## src/rtl/alu_pp_pkg.sv

```systemverilog
package alu_pp_pkg;

    localparam int WORD_W = 32;
    localparam int LANE_W = 8;

    typedef enum logic [2:0] {
        OP_ADD = 3'd0,
        OP_SUB = 3'd1,
        OP_AND = 3'd2,
        OP_OR  = 3'd3,
        OP_XOR = 3'd4
    } alu_op_e;

    // true for operations that go through the carry chain
    function automatic logic op_is_arith(input alu_op_e op);
        return (op == OP_ADD) || (op == OP_SUB);
    endfunction

    // true when the second operand must be inverted with carry-in set
    function automatic logic op_is_sub(input alu_op_e op);
        return op == OP_SUB;
    endfunction

endpackage

```

## src/rtl/alu_pp_core.sv

```systemverilog
module alu_pp_core
    import alu_pp_pkg::*;
#(
    parameter int DATA_W = WORD_W
) (
    input  logic [DATA_W-1:0] a_i,
    input  logic [DATA_W-1:0] b_i,
    input  alu_op_e           op_i,
    output logic [DATA_W-1:0] res_o,
    output logic              carry_o
);

    logic              sub;
    logic [DATA_W-1:0] b_eff;
    logic [DATA_W:0]   sum;

    always_comb begin
        sub   = op_is_sub(op_i);
        b_eff = b_i ^ {DATA_W{sub}};
        sum   = {1'b0, a_i} + {1'b0, b_eff} + {{DATA_W{1'b0}}, sub};
    end

    always_comb begin
        res_o   = '0;
        carry_o = 1'b0;
        case (op_i)
            OP_ADD, OP_SUB: begin
                res_o   = sum[DATA_W-1:0];
                carry_o = sum[DATA_W];
            end
            OP_AND:  res_o = a_i & b_i;
            OP_OR:   res_o = a_i | b_i;
            OP_XOR:  res_o = a_i ^ b_i;
            default: res_o = '0;
        endcase
    end

endmodule

```

## src/rtl/alu_pp_predict.sv

```systemverilog
module alu_pp_predict
    import alu_pp_pkg::*;
#(
    parameter int DATA_W = WORD_W,
    parameter int BYTE_W = LANE_W
) (
    input  logic [DATA_W-1:0]        a_i,
    input  logic [DATA_W-1:0]        b_i,
    input  alu_op_e                  op_i,
    output logic [DATA_W/BYTE_W-1:0] pred_o
);

    localparam int NB = DATA_W / BYTE_W;

    logic              sub;
    logic [DATA_W-1:0] b_eff;
    logic [DATA_W-1:0] cin_vec;   // carry into each bit, own chain

    always_comb begin
        logic c;
        sub   = op_is_sub(op_i);
        b_eff = b_i ^ {DATA_W{sub}};
        c     = sub;
        for (int i = 0; i < DATA_W; i++) begin
            cin_vec[i] = c;
            c = (a_i[i] & b_eff[i]) | ((a_i[i] ^ b_eff[i]) & c);
        end
    end

    for (genvar k = 0; k < NB; k++) begin : g_lane
        logic [BYTE_W-1:0] a_l, b_l, be_l, c_l;
        logic              pa, pb, pbe, pc;

        always_comb begin
            a_l  = a_i[k*BYTE_W +: BYTE_W];
            b_l  = b_i[k*BYTE_W +: BYTE_W];
            be_l = b_eff[k*BYTE_W +: BYTE_W];
            c_l  = cin_vec[k*BYTE_W +: BYTE_W];
            pa   = ^a_l;
            pb   = ^b_l;
            pbe  = ^be_l;
            pc   = ^c_l;
        end

        always_comb begin
            case (op_i)
                OP_ADD, OP_SUB: pred_o[k] = pa ^ pbe ^ pc;
                OP_XOR:         pred_o[k] = pa ^ pb;
                OP_AND:         pred_o[k] = ^(a_l & b_l);
                OP_OR:          pred_o[k] = ^(a_l | b_l);
                default:        pred_o[k] = 1'b0;
            endcase
        end
    end

endmodule

```

## src/rtl/alu_pp_check.sv

```systemverilog
module alu_pp_check #(
    parameter int DATA_W = alu_pp_pkg::WORD_W,
    parameter int BYTE_W = alu_pp_pkg::LANE_W
) (
    input  logic                     clk,
    input  logic                     rst,
    input  logic                     vld_i,
    input  logic [DATA_W-1:0]        res_i,
    input  logic [DATA_W/BYTE_W-1:0] pred_i,
    output logic [DATA_W/BYTE_W-1:0] par_o,
    output logic [DATA_W/BYTE_W-1:0] err_byte_o,
    output logic                     err_o
);

    localparam int NB = DATA_W / BYTE_W;

    logic [NB-1:0] diff;

    for (genvar k = 0; k < NB; k++) begin : g_par
        assign par_o[k] = ^res_i[k*BYTE_W +: BYTE_W];
    end

    assign diff = par_o ^ pred_i;

    always_ff @(posedge clk) begin
        if (rst) begin
            err_byte_o <= '0;
            err_o      <= 1'b0;
        end else begin
            err_byte_o <= vld_i ? diff : '0;
            err_o      <= vld_i && (diff != '0);
        end
    end

    AST_ERR_SUMMARY: assert property (@(posedge clk) disable iff (rst)
        err_o == (err_byte_o != '0));

endmodule

```

## src/rtl/alu_pp_top.sv

```systemverilog
module alu_pp_top
    import alu_pp_pkg::*;
#(
    parameter int DATA_W = WORD_W,
    parameter int BYTE_W = LANE_W,
    parameter int OP_W   = 3
) (
    input  logic                     clk,
    input  logic                     rst,
    input  logic                     valid_i,
    input  logic [OP_W-1:0]          op_i,
    input  logic [DATA_W-1:0]        a_i,
    input  logic [DATA_W-1:0]        b_i,
    input  logic [DATA_W-1:0]        fault_i,
    output logic [DATA_W-1:0]        res_o,
    output logic                     carry_o,
    output logic                     res_vld_o,
    output logic [DATA_W/BYTE_W-1:0] par_o,
    output logic [DATA_W/BYTE_W-1:0] err_byte_o,
    output logic                     err_o
);

    localparam int NB = DATA_W / BYTE_W;

    typedef struct packed {
        logic [DATA_W-1:0] res;
        logic              carry;
        logic [NB-1:0]     pred;
        logic              vld;
    } stage_t;

    alu_op_e           op;
    logic [DATA_W-1:0] alu_res;
    logic              alu_carry;
    logic [NB-1:0]     pred;
    stage_t            st_q;

    assign op = alu_op_e'(op_i);

    alu_pp_core #(.DATA_W(DATA_W)) u_core (
        .a_i    (a_i),
        .b_i    (b_i),
        .op_i   (op),
        .res_o  (alu_res),
        .carry_o(alu_carry)
    );

    alu_pp_predict #(.DATA_W(DATA_W), .BYTE_W(BYTE_W)) u_pred (
        .a_i   (a_i),
        .b_i   (b_i),
        .op_i  (op),
        .pred_o(pred)
    );

    always_ff @(posedge clk) begin
        if (rst) begin
            st_q <= '0;
        end else begin
            st_q.vld <= valid_i;
            if (valid_i) begin
                st_q.res   <= alu_res ^ fault_i;
                st_q.carry <= alu_carry;
                st_q.pred  <= pred;
            end
        end
    end

    alu_pp_check #(.DATA_W(DATA_W), .BYTE_W(BYTE_W)) u_chk (
        .clk       (clk),
        .rst       (rst),
        .vld_i     (st_q.vld),
        .res_i     (st_q.res),
        .pred_i    (st_q.pred),
        .par_o     (par_o),
        .err_byte_o(err_byte_o),
        .err_o     (err_o)
    );

    assign res_o     = st_q.res;
    assign carry_o   = st_q.carry;
    assign res_vld_o = st_q.vld;

    AST_IDLE_NO_VLD: assert property (@(posedge clk) disable iff (rst)
        !valid_i |=> !res_vld_o);
    AST_IDLE_HOLD: assert property (@(posedge clk) disable iff (rst)
        !valid_i |=> ($stable(res_o) && $stable(carry_o)));
    AST_CLEAN_NO_ERR: assert property (@(posedge clk) disable iff (rst)
        (valid_i && fault_i == '0) |=> ##1 !err_o);
    AST_UNUSED_ZERO: assert property (@(posedge clk) disable iff (rst)
        (valid_i && op_i > OP_W'(4) && fault_i == '0) |=> (res_o == '0 && !carry_o));

    for (genvar k = 0; k < NB; k++) begin : g_ast
        AST_ODD_FLIP_FLAG: assert property (@(posedge clk) disable iff (rst)
            (valid_i && ^fault_i[k*BYTE_W +: BYTE_W]) |=> ##1 err_byte_o[k]);
        AST_EVEN_FLIP_BLIND: assert property (@(posedge clk) disable iff (rst)
            (valid_i && !(^fault_i[k*BYTE_W +: BYTE_W])) |=> ##1 !err_byte_o[k]);
    end

endmodule

```

## config.mk

```make
export PLATFORM = sky130hd
export DESIGN_NAME = alu_pp_top
export DESIGN_NICKNAME = d
export VERILOG_FILES = /design/src/rtl/alu_pp_pkg.sv /design/src/rtl/alu_pp_core.sv /design/src/rtl/alu_pp_predict.sv /design/src/rtl/alu_pp_check.sv /design/src/rtl/alu_pp_top.sv
export SDC_FILE = /design/constraint.sdc
export NUM_CORES = 1
export LEC_CHECK = 0
export ABC_AREA = 1
export BUFFER_PORTS_ARGS = -buffer_cell sky130_fd_sc_hd__clkbuf_2
export CORE_MARGIN = 10
export CORE_UTILIZATION = 63
export DETAILED_ROUTE_END_ITERATION = 8
export PLACE_DENSITY_LB_ADDON = 0.25
export SLEW_MARGIN = 10
export SYNTH_ARGS = -nofsm -noshare
export SYNTH_HDL_FRONTEND = slang
export SYNTH_SLANG_ARGS = --single-unit
```

## constraint.sdc

```tcl
create_clock -name clk -period 12.5 [get_ports clk]
set_input_delay 1.25 -clock clk [delete_from_list [all_inputs] [get_ports clk]]
set_output_delay 1.25 -clock clk [all_outputs]
set_load 0.01 [all_outputs]
```

**Word level (Yosys, flattened, before mapping)**

Cells that the tools add are included.

- Word-level logic and storage cells: 202
- Output and inout port bits: 43
- Bits of input ports: 102
- Bits in registers: 43

- Mux-type cells: 6
- Add/sub/neg operators: 2
- Bitwise gates (word level): 151
- Reductions and logical operators: 33
- Equal/unequal tests: 4

Operator list:

| cell | number |
|---|---|
| XOR reduction 8 bit | 28 |
| case mux 32 bit (4 select lines) | 1 |
| XOR 32 bit | 3 |
| AND 1 bit | 62 |
| XOR 1 bit | 43 |
| adder 32 x 32 -> 33 bit | 1 |
| adder 33 x 1 -> 33 bit | 1 |
| AND 32 bit | 1 |
| AND 8 bit | 4 |
| OR 32 bit | 1 |
| OR 8 bit | 4 |
| OR 1 bit | 31 |
| case mux 1 bit (4 select lines) | 4 |
| equality test 3 x 2 -> 1 bit (second input constant) | 2 |
| nonzero test 4 bit | 1 |
| OR reduction 2 bit | 2 |
| XOR 4 bit | 1 |
| equality test 3 x 1 -> 1 bit (second input constant) | 1 |
| equality test 3 bit (second input constant) | 1 |
| zero test 3 bit | 1 |
| logical AND 1 bit | 1 |
| two-way mux 1 bit | 1 |
| inverter 1 bit | 1 |

**Depth between registers and ports, before layout**

Gate-level depths: netlist (run 1).

- Depth in word-level cells: 68
- Mapped depth: 52
- Depth with buffers taken out: 52

**By module**

Synthesis (run 1) repeated with hierarchy kept, for this count alone.

- Cell total of the unflattened synthesis: 1702
- Area, all modules: 10169.8 µm²

Modules (own cells, without submodules):

| module | area an instance (µm²) | cells each | sequential area each (µm²) | times used |
|---|---|---|---|---|
| alu_pp_core | 4041.4 | 668 | 0.0 | 1 |
| alu_pp_predict | 2892.8 | 433 | 0.0 | 1 |
| alu_pp_top | 2298.5 | 387 | 760.7 | 1 |
| alu_pp_check | 937.1 | 214 | 100.1 | 1 |

**Worst setup path before layout (run 1)**

OpenSTA, ideal clock, no wires.

- Path type: in2reg
- From: input op_i[2]
- To: register st_q[4] (netlist bit)
- Setup time: 112 ps
- Data required time: 12388 ps
- Buffers on the path: 1
- Data arrival time: 5603 ps
- Cell stages on the path: 51
- Path slack: 6785 ps
- Cells stage by stage: inv_2 nand2_2 nor2_4 buf_1 xor2_1 fa_1 fa_1 nand2_1 nand2_1 nand2_1 nand2_2 nand2_2 nand2_2 nand2_2 nand2_1 nand2_1 nand2_2 nand2_2 [... 15 more ...] nand2_2 nand2_2 nand2_2 nand3_2 nand2_2 nand2_2 nand2_2 nand2_2 nand2_2 nand2_2 a21oi_1 nand2_1 nand2_1 nand2_1 nand3_1 nand2_1 nand2_1 nand2_1

- Word-level cells in the longest chain between the ends: 68
- Elaborated cells between the ends (all ways): 136

Ends and longest elaborated chain:

| item | RTL line | RTL |
|---|---|---|
| start: declaration | alu_pp_top.sv:11 | `input logic [OP_W-1:0] op_i,` |
| equality test 3 x 1 -> 1 bit | alu_pp_pkg.sv:21, alu_pp_predict.sv:46 |  |
| XOR 32 bit | alu_pp_predict.sv:22 | `b_eff = b_i ^ {DATA_W{sub}};` |
| XOR 1 bit | alu_pp_predict.sv:26 | `c = (a_i[i] & b_eff[i]) \| ((a_i[i] ^ b_eff[i]) & c);` |
| AND 1 bit | alu_pp_predict.sv:26 |  |
| OR 1 bit | alu_pp_predict.sv:26 |  |
| AND 1 bit | alu_pp_predict.sv:26 |  |
| OR 1 bit | alu_pp_predict.sv:26 |  |
| AND 1 bit | alu_pp_predict.sv:26 |  |
| [... 52 more ...] | n/a |  |
| OR 1 bit | alu_pp_predict.sv:26 |  |
| AND 1 bit | alu_pp_predict.sv:26 |  |
| OR 1 bit | alu_pp_predict.sv:26 |  |
| AND 1 bit | alu_pp_predict.sv:26 |  |
| OR 1 bit | alu_pp_predict.sv:26 |  |
| XOR reduction 8 bit | alu_pp_predict.sv:42 | `pc = ^c_l;` |
| XOR 1 bit | alu_pp_predict.sv:47 | `OP_ADD, OP_SUB: pred_o[k] = pa ^ pbe ^ pc;` |
| case mux 1 bit (4 select lines) * | alu_pp_predict.sv:46 | `case (op_i)` |
| end: declaration | alu_pp_top.sv:36 | `stage_t st_q;` |

Every way passes the cells marked *; elsewhere a longest branch is shown, timed or not.
A chain may end at the register's enable or synchronous reset.

**Worst setup path in the final report (run 1)**

Ends and elaborated chain as after synthesis.

==> impl_metrics.toml, run 1 <==
[status]
status = "complete, no violations"

[worst_setup_path]
worstPathMaxFanout = 33
worstSetupStartpoint = "op_i[2]"
max_stage_delay_ps = 490
path_common_cell = "nand2_2"
critical_path_required_ps = 12700
cp-start-kind = "input pin"
rr_endpoint = "u_chk.err_o"
crit_path_end_kind = "register"
r2r-start = "res_o[9]"
path_class = "in2reg"
path_buf_inv = 3
cp_data_arrival_time_ps = 6410
r2r_slack_ps = 10870
critical_path.slowest_cell = "buf_4"
ff2ff_path_depth = 5
cp_top_family = "simple AND/OR/NAND/NOR gates"

[sta]
worst_pin_slew_ps = 941.5
fin_ws_ps = 6287
setup_tns_ps = 0
hold_violations = 0
rsz0062_at_grt = "no"
finClkSkew_ps = 9.811
drv_slew = 0
holdWs_ps = 481.6
timing.final.crit_period_ps = 6213
setup_viol_count_final = 0
max_slew_margin_pct = 37.16
min_period_over_period_pct = 49.70
clock.fmax_mhz = 161.0

[power]
power.net_switching_uw = 356.3
power_uw = 787.6
power_frac_comb_pct = 62.1
pwr-share-seq_pct = 20.7
p_leak_nw = 4.548
clkPwrFrac_pct = 17.3
p_int_uw = 431.3
switching_share_pct = 45.24
power.density_nw_per_um2 = 93.70
irDropWorstVdd_v = 0.00006145

[finish]
finalNonFillerCells = 1385
fill_cells = 1093
utilization_pct = 70.27
area_delta_synth_final_pct = 9.771
drive_above_1_share_pct = 17.04
diodes = 0
final_net_count = 1436
design_area_um2 = 8406

[worst_hold_path]
min_path_type = "reg2reg"
min_to = "st_q[2]"
min_path_cells = 2
hold_path.startpoint = "st_q[2]"

[clock_network]
numClockSinks = 43
cts.path.max_buffers = 2
clk_latency_ps = 300
cts-root-buf = "clkbuf_16"
clk_pin_slew_ps = 70
hold_buffers = 0
cts_resized = 0
cts_made_buffers = 5
cts_tree = "built"
post-cts-setup-buffers = 0
htree_levels = 2

[logic_synthesis]
synth.most_common_cell = "inv_1"
synth_top_cells_by_area = "ha_1 16%, xnor2_1 13%, xor2_1 12%"
synthTopCellsByCount = "160 x inv_1, 157 x nand2_1, 130 x nor2_1"
syn_nets = 1338
ys.flop_type = "dfxtp_1"
ys_warn_count = 0
ys_ff_latch = 43
netlist.area_leader.share_pct = 15.52
async_flop_share_pct = 0
ys_types = 44
syn_area_um2 = 7657
avgSynthCellArea_um2 = 6.723
syn_inst = 1139
yosysSeqAreaShare_pct = 11.24
yosysTopAreaCell = "ha_1"
synth_edf_count = 0

[detailed_routing]
first_pass_iters = 5
routed_wl_um = 20250
ant_nets = 0
drc = 0
wl_per_cell_um = 14.62
vias = 7359
viasPerCell = 5.313
drt_iter0_markers = 536

[placement]
dp.cells = 1377
port_buffers = 144
dp_hpwl_um = 16400
gp_congestion = 0.8996
postPlaceCellArea_um2 = 8255
dp_slack_ps = 5983

[die]
core_um2 = 11960
die_area_um2 = 16960
ios = 145
die_h_um = 130.2
initial_core_util_pct = 64.02
rows = 40
dieWidth_um = 130.2

[run]
cap_violations = 0

[global_routing]
grt_pass1_vias = 7161
grt_pass1_wl_um = 33610
grt_util_all_layers_pct = 23.81
grt_max_degree = 41
overflow = 0
grt_antenna_before_repair = 0
## flip-flops by register name (all words and copies together) (netlist names)
| register | count |
|---|---|
| res_o | 32 |
| st_q | 4 |
| res_vld_o | 1 |
| carry_o | 1 |
| u_chk.err_o | 1 |
| u_chk.err_byte_o | 4 |
## area by class of cell
cell class / instances / area, um2 / area share, %
Clock buffer: 5 / 125.1 / 1.489
Clock inverter: 3 / 25.02 / 0.2977
Inverter: 166 / 623.1 / 7.413
Multi-Input combinational cell: 873 / 5837 / 69.44
Sequential cell: 43 / 860.8 / 10.24
Tap cell: 147 / 183.9 / 2.188
Timing Repair Buffer: 148 / 750.7 / 8.931
## cell families (layout without fill, tap and decap cells)
group / count (synthesis) / after routing / synth area share (%)
simple gates: 364 / 364 / 20.00
buf+inv: 223 / 322 / 12.60
xor+xnor: 219 / 219 / 25.05
compound gates: 193 / 193 / 15.07
fa+ha+maj: 97 / 97 / 16.05
flops: 43 / 43 / 11.24
## layout by cell type, fill, tap and decap left out, types with 4 or more instances in the layout
master     count
a221oi_1      16
o21ai_2        4
xnor2_1      113
o21ai_0       74
buf_4          4
inv_1        160
nand2_2       32
nand2_1      157
clkbuf_2     144
nor2_1       128
or2_2          6
nand3_1       27
o211ai_1       5
inv_2          4
ha_1          95
dfxtp_1       43
o2111ai_1     10
a21oi_1       57
xor2_1       106
nor2_2         4
o21ai_1        7
clkbuf_16      5
## power by group through the flow
stage / registers [mW] / clock network, mW / logic, mW
after floorplan: 0.164 / 0 / 0.376
after global placement: 0.165 / 0 / 0.476
after detailed placement: 0.166 / 0 / 0.485
after CTS: 0.163 / 0.138 / 0.488
after global routing: 0.164 / 0.141 / 0.550
final: 0.163 / 0.136 / 0.489
## worst max-delay path by stage
stage | to | depth (start not counted)
finish | st_q[4] | 52
global route | st_q[4] | 52
CTS | st_q[4] | 52
detailed placement | st_q[4] | 52
global placement | st_q[4] | 52
floorplan | st_q[4] | 51
## tightest hold or removal path, delay by kind of cell (launching register included)
family / cells / cell delay (ps)
DFF: 1 / 320
and+or+nand+nor: 2 / 120
## per-layer routing
layer  GRT usage (%)  vias to the layer above  wire [um]
met5               0                        -          0
met2           40.85                      205       9411
li1                -                     3796          -
met4           4.563                        0        194
met1           30.80                     3339       9244
met3           3.813                       19       1399
Note: power is estimated with default switching activity, not from simulation.
==> run 2: changes to the inputs <==
- ABC_AREA: 1 -> 0
- CORE_UTILIZATION: 63 -> 53
- clock period: 12.5 -> 5 ns (I/O delays scaled with it)
==> impl_metrics.toml, run 2 <==
[logic_synthesis]
netlist.area_leader.share_pct = 23.97
async_flop_share_pct = 0
yosys.area_share.simple_pct = 11.72
ys_types = 77
synthMuxAreaShare_pct = 3.805
synth_edf_count = 0
ys.flop_type = "dfxtp_1"
synthXorXnorAreaFrac_pct = 27.41
syn_area_um2 = 7893
yosysTopAreaCell = "xnor2_1"
synth_top_family_by_area = "XOR/XNOR gates"
ys_ff_latch = 43
avgSynthCellArea_um2 = 7.663
synthTopCellsByCount = "216 x xnor2_1, 95 x ha_1, 81 x nor2_1"
synth.most_common_cell = "xnor2_1"
syn_inst = 1030
syn_nets = 1229
ys_warn_count = 0
yosysSeqAreaShare_pct = 10.91
synthAdderAreaFrac_pct = 15.57
synth_top_cells_by_area = "xnor2_1 24%, ha_1 15%, dfxtp_1 11%"
synth_compound_area_share_pct = 21.32

[detailed_routing]
drc = 0
vias = 7247
viasPerCell = 5.588
wl_per_cell_um = 17.72
first_pass_iters = 5
drt_iter0_markers = 661
ant_nets = 0
routed_wl_um = 22990

[sta]
setup_viol_count_final = 0
max_slew_margin_pct = 23.98
fin_ws_ps = 673.2
hold_violations = 0
drv_slew = 0
min_period_over_period_pct = 86.54
finClkSkew_ps = 2.500
clock.fmax_mhz = 231.1
rsz0062_at_grt = "no"
setup_tns_ps = 0
worst_pin_slew_ps = 1136
timing.final.crit_period_ps = 4327

[clock_network]
htree_levels = 2
cts_resized = 0
cts_made_buffers = 5
numClockSinks = 43
hold_buffers = 0
cts_tree = "built"
cts-root-buf = "clkbuf_16"
post-cts-setup-buffers = 0
cts.path.max_buffers = 2
clk_latency_ps = 290
clk_pin_slew_ps = 70

[global_routing]
grt_pass1_wl_um = 36670
grt_pass1_vias = 7017
grt_max_degree = 56
grt_util_all_layers_pct = 21.94
overflow = 0
grt_antenna_before_repair = 0

[status]
status = "complete, no violations"

[power]
power_mw = 2.221
power.net_switching_uw = 952.4
p_int_mw = 1.269
irDropWorstVdd_v = 0.0001618
power_frac_comb_pct = 64.1
power.density_nw_per_um2 = 256.3
clkPwrFrac_pct = 17.3
switching_share_pct = 42.87
pwr-share-seq_pct = 18.7
p_leak_nw = 3.950

[worst_setup_path]
path_class = "in2reg"
cp_data_arrival_time_ps = 4480
crit_path_end_kind = "register"
critical_path_required_ps = 5150
cp-start-kind = "input pin"
worstPathMaxFanout = 31

[die]
rows = 44
dieWidth_um = 142.0
die_h_um = 142.0
initial_core_util_pct = 54.10
core_um2 = 14590
die_area_um2 = 20170
ios = 145

[finish]
area_delta_synth_final_pct = 9.797
layout_common_cells = "216 x xnor2_1, 144 x clkbuf_2, 95 x ha_1"
diodes = 0
fill_cells = 1351
final_common_cell = "xnor2_1"
drive_above_1_share_pct = 16.44
final_net_count = 1311
largest_register_ffs = 32

[run]
cap_violations = 0

[worst_hold_path]
min_path_type = "reg2reg"

[placement]
port_buffers = 144
dp_hpwl_um = 18750
dp_slack_ps = 404.4
gp_congestion = 0.9464
run 2: cell types whose count changed in the layout (fill, tap and decap cells not counted), moves of 10 or more:
cell,change
xor2_1,-75
mux2i_1,+30
inv_1,-81
a21oi_1,-10
nand2_1,-93
a222oi_1,+14
xnor2_1,+103
a21o_1,+19
a221oi_1,-14
nand3_1,-19
nand2_2,-32
nand2b_1,+12
o2111ai_1,-10
nor2_1,-47
run 2: metal layers:
layer / up-vias / global-route usage (%) / part of all wire [%]
li1: 3637 / - / -
met1: 3328 / 31.27 / 48
met2: 267 / 33.52 / 42
met3: 15 / 4.506 / 8.8
met4: 0 / 3.658 / 0.82
met5: - / 0 / 0
run 2: path summary, 6_finish.rpt:
kind	slack, ps	startpoint	cells after the start	endpoint
max reg2reg	3490	res_o[22]	5	u_chk.err_o
min reg2reg	490	res_o[23]	2	res_o[23]
max	670	op_i[2]	16	res_o[26]
min	490	res_o[23]	2	res_o[23]
run 2: final cells by class:
class / instances / area (um2) / share of cell area (%)
Multi-Input combinational cell: 827 / 6300 / 72.70
Clock buffer: 5 / 125.1 / 1.444
Tap cell: 184 / 230.2 / 2.657
Sequential cell: 43 / 860.8 / 9.934
Timing Repair Buffer: 155 / 803.3 / 9.269
Clock inverter: 3 / 46.29 / 0.5342
Inverter: 80 / 300.3 / 3.465
run 2: cell families (layout without fill, tap and decap cells):
group / count (synthesis) / count (layout)
AOI/OAI and AO/OA: 248 / 248
xor gates and xnor gates: 247 / 247
and+or+nand+nor: 205 / 205
DFF: 43 / 43
adders and majority gates: 97 / 97
buffers and inverters: 160 / 243
muxes: 30 / 30
run 2: through the flow:
stage	cell area (um2)	util [%]	instances	hold WS (ps)
6_report	8666	59.40	1297	485.7
2_1_floorplan	7893	-	1030	450.6
3_3_place_gp	8494	58.22	1289	442.2
5_1_grt	8666	59.40	1297	514.3
4_1_cts	8666	59.40	1297	493.2
3_5_place_dp	8494	58.22	1289	484.1
run 2: worst max-delay path, cell delays in order:
cell	delay (ps)
clkbuf_2	80
or3b_2	490
buf_4	310
xnor2_1	300
ha_1	290
a21o_1	180
a21oi_1	210
o211ai_1	150
a2111oi_2	580
a21oi_2	180
a41oi_1	410
mux2i_1	230
nor2_1	50
o31a_1	290
xnor2_1	120
o21ai_0	80
run 2: power by group through the flow:
stage / registers [mW] / logic [mW] / clock network [mW]
after detailed placement: 0.422 / 1.41 / 0
after global placement: 0.422 / 1.40 / 0
after CTS: 0.415 / 1.41 / 0.391
after floorplan: 0.416 / 1.09 / 0
final: 0.415 / 1.42 / 0.383
after global routing: 0.420 / 1.55 / 0.403
==> run 3: changes to the inputs <==
==> constraint.sdc (replaced) <==
create_clock -name clk -period 5 [get_ports clk]
set_input_delay 0.75 -clock clk [delete_from_list [all_inputs] [get_ports clk]]
set_output_delay 0.75 -clock clk [all_outputs]
set_load 0.01 [all_outputs]
==> impl_metrics.toml, run 3 (synthesized netlist as in run 2, its figures left out) <==
[status]
status = "complete, no violations"

[detailed_routing]
routed_wl_um = 22730
vias = 7291
ant_nets = 0
wl_per_cell_um = 17.46
drc = 0
viasPerCell = 5.600
drt_iter0_markers = 627
first_pass_iters = 5

[sta]
rsz0062_at_grt = "no"
max_slew_margin_pct = 33.97
clock.fmax_mhz = 219.2
holdWs_ps = 480.2
drv_slew = 0
worst_pin_slew_ps = 986.8
timing.final.crit_period_ps = 4563
hold_violations = 0
setup_tns_ps = 0
finClkSkew_ps = 1.793
min_period_over_period_pct = 91.26
fin_ws_ps = 436.9
setup_viol_count_final = 0

[die]
rows = 44
core_um2 = 14590
dieWidth_um = 142.0
initial_core_util_pct = 54.10
ios = 145
die_h_um = 142.0
die_area_um2 = 20170

[clock_network]
numClockSinks = 43
cts_tree = "built"
post-cts-setup-buffers = 0
cts_made_buffers = 5
cts.path.max_buffers = 2
hold_buffers = 0
cts-root-buf = "clkbuf_16"
clk_latency_ps = 280
cts_resized = 0
clk_pin_slew_ps = 60
htree_levels = 2

[placement]
dp_slack_ps = 173.0
dp_hpwl_um = 18570
dp.cells = 1294
postPlaceCellArea_um2 = 8532
gp_congestion = 0.9515
port_buffers = 144

[finish]
multi_input_area_um2 = 6302
utilization_pct = 59.69
layout_common_cells = "216 x xnor2_1, 144 x clkbuf_2, 95 x ha_1"
final_net_count = 1316
area_delta_synth_final_pct = 10.34
design_area_um2 = 8708
finalNonFillerCells = 1302
drive_above_1_share_pct = 16.91
seqCellArea_um2 = 860.8
fill_cells = 1402
diodes = 0
largest_register_ffs = 32
final_common_cell = "xnor2_1"

[power]
p_leak_nw = 3.979
power_mw = 2.240
irDropWorstVdd_v = 0.0001431
power.density_nw_per_um2 = 257.2

[global_routing]
gr-usage-met3_pct = 3.538
met1_usage_pct = 29.22
top_usage_layer = "met2"
grt_pass1_vias = 7193
grt_use_met2_pct = 34.90
grt_util_all_layers_pct = 21.58
overflow = 0
grt_antenna_before_repair = 0
grt_max_degree = 56
grt_pass1_wl_um = 36500

[worst_setup_path]
cp_data_arrival_time_ps = 4710
cp-start-kind = "input pin"
worstPathMaxFanout = 31
max_stage_delay_ps = 570
crit_path_end_kind = "register"
critical_path_required_ps = 5150
path_class = "in2reg"
r2r_slack_ps = 3520
critical_path.slowest_cell = "a2111oi_2"
path_common_cell = "xnor2_1"
cp_cell_sequence = "clkbuf_2 -> or3b_2 -> buf_4 -> xnor2_1 -> ha_1 -> a21o_1 -> a21oi_1 -> o211ai_1 -> a2111oi_2 -> a21oi_2 -> a41oi_1 -> mux2i_1 -> nor2_1 -> o31a_1 -> xnor2_1 -> o21ai_0"

[run]
cap_violations = 0

[worst_hold_path]
min_path_type = "reg2reg"
run 3: critical path: cells and delay by family:
family	cells	cell delay (ps)
AOI/OAI and AO/OA	8	2060
and+or+nand+nor	2	550
buffers and inverters	2	410
xor gates and xnor gates	2	410
adders and majority gates	1	290
muxes	1	230
run 3: routing by layer:
layer	part of all wire, %	up-vias
li1	-	3664
met1	46	3356
met2	45	251
met3	8.6	20
met4	1.3	0
met5	0	-
run 3: power breakdown:
part           switching, mW  total [mW]  internal (mW)
sequential            0.0324       0.414          0.381
clock                  0.129       0.377          0.248
combinational          0.791        1.45          0.659
run 3: worst paths after layout:
path              from          end  cells past startpoint
max            op_i[2]    res_o[26]                     16
min          res_o[31]    res_o[31]                      2
max reg2reg  res_o[29]  u_chk.err_o                      5
min reg2reg  res_o[31]    res_o[31]                      2
run 3: cell type report:
class                   instances  share of cell area (%)
clock inverters                 2                  0.4023
clock buffers                   6                   1.595
well taps                     184                   2.644
multi-input cells             827                   72.37
flip-flops and latches         43                   9.885
inverters                      80                   3.448
repair buffers                160                   9.655
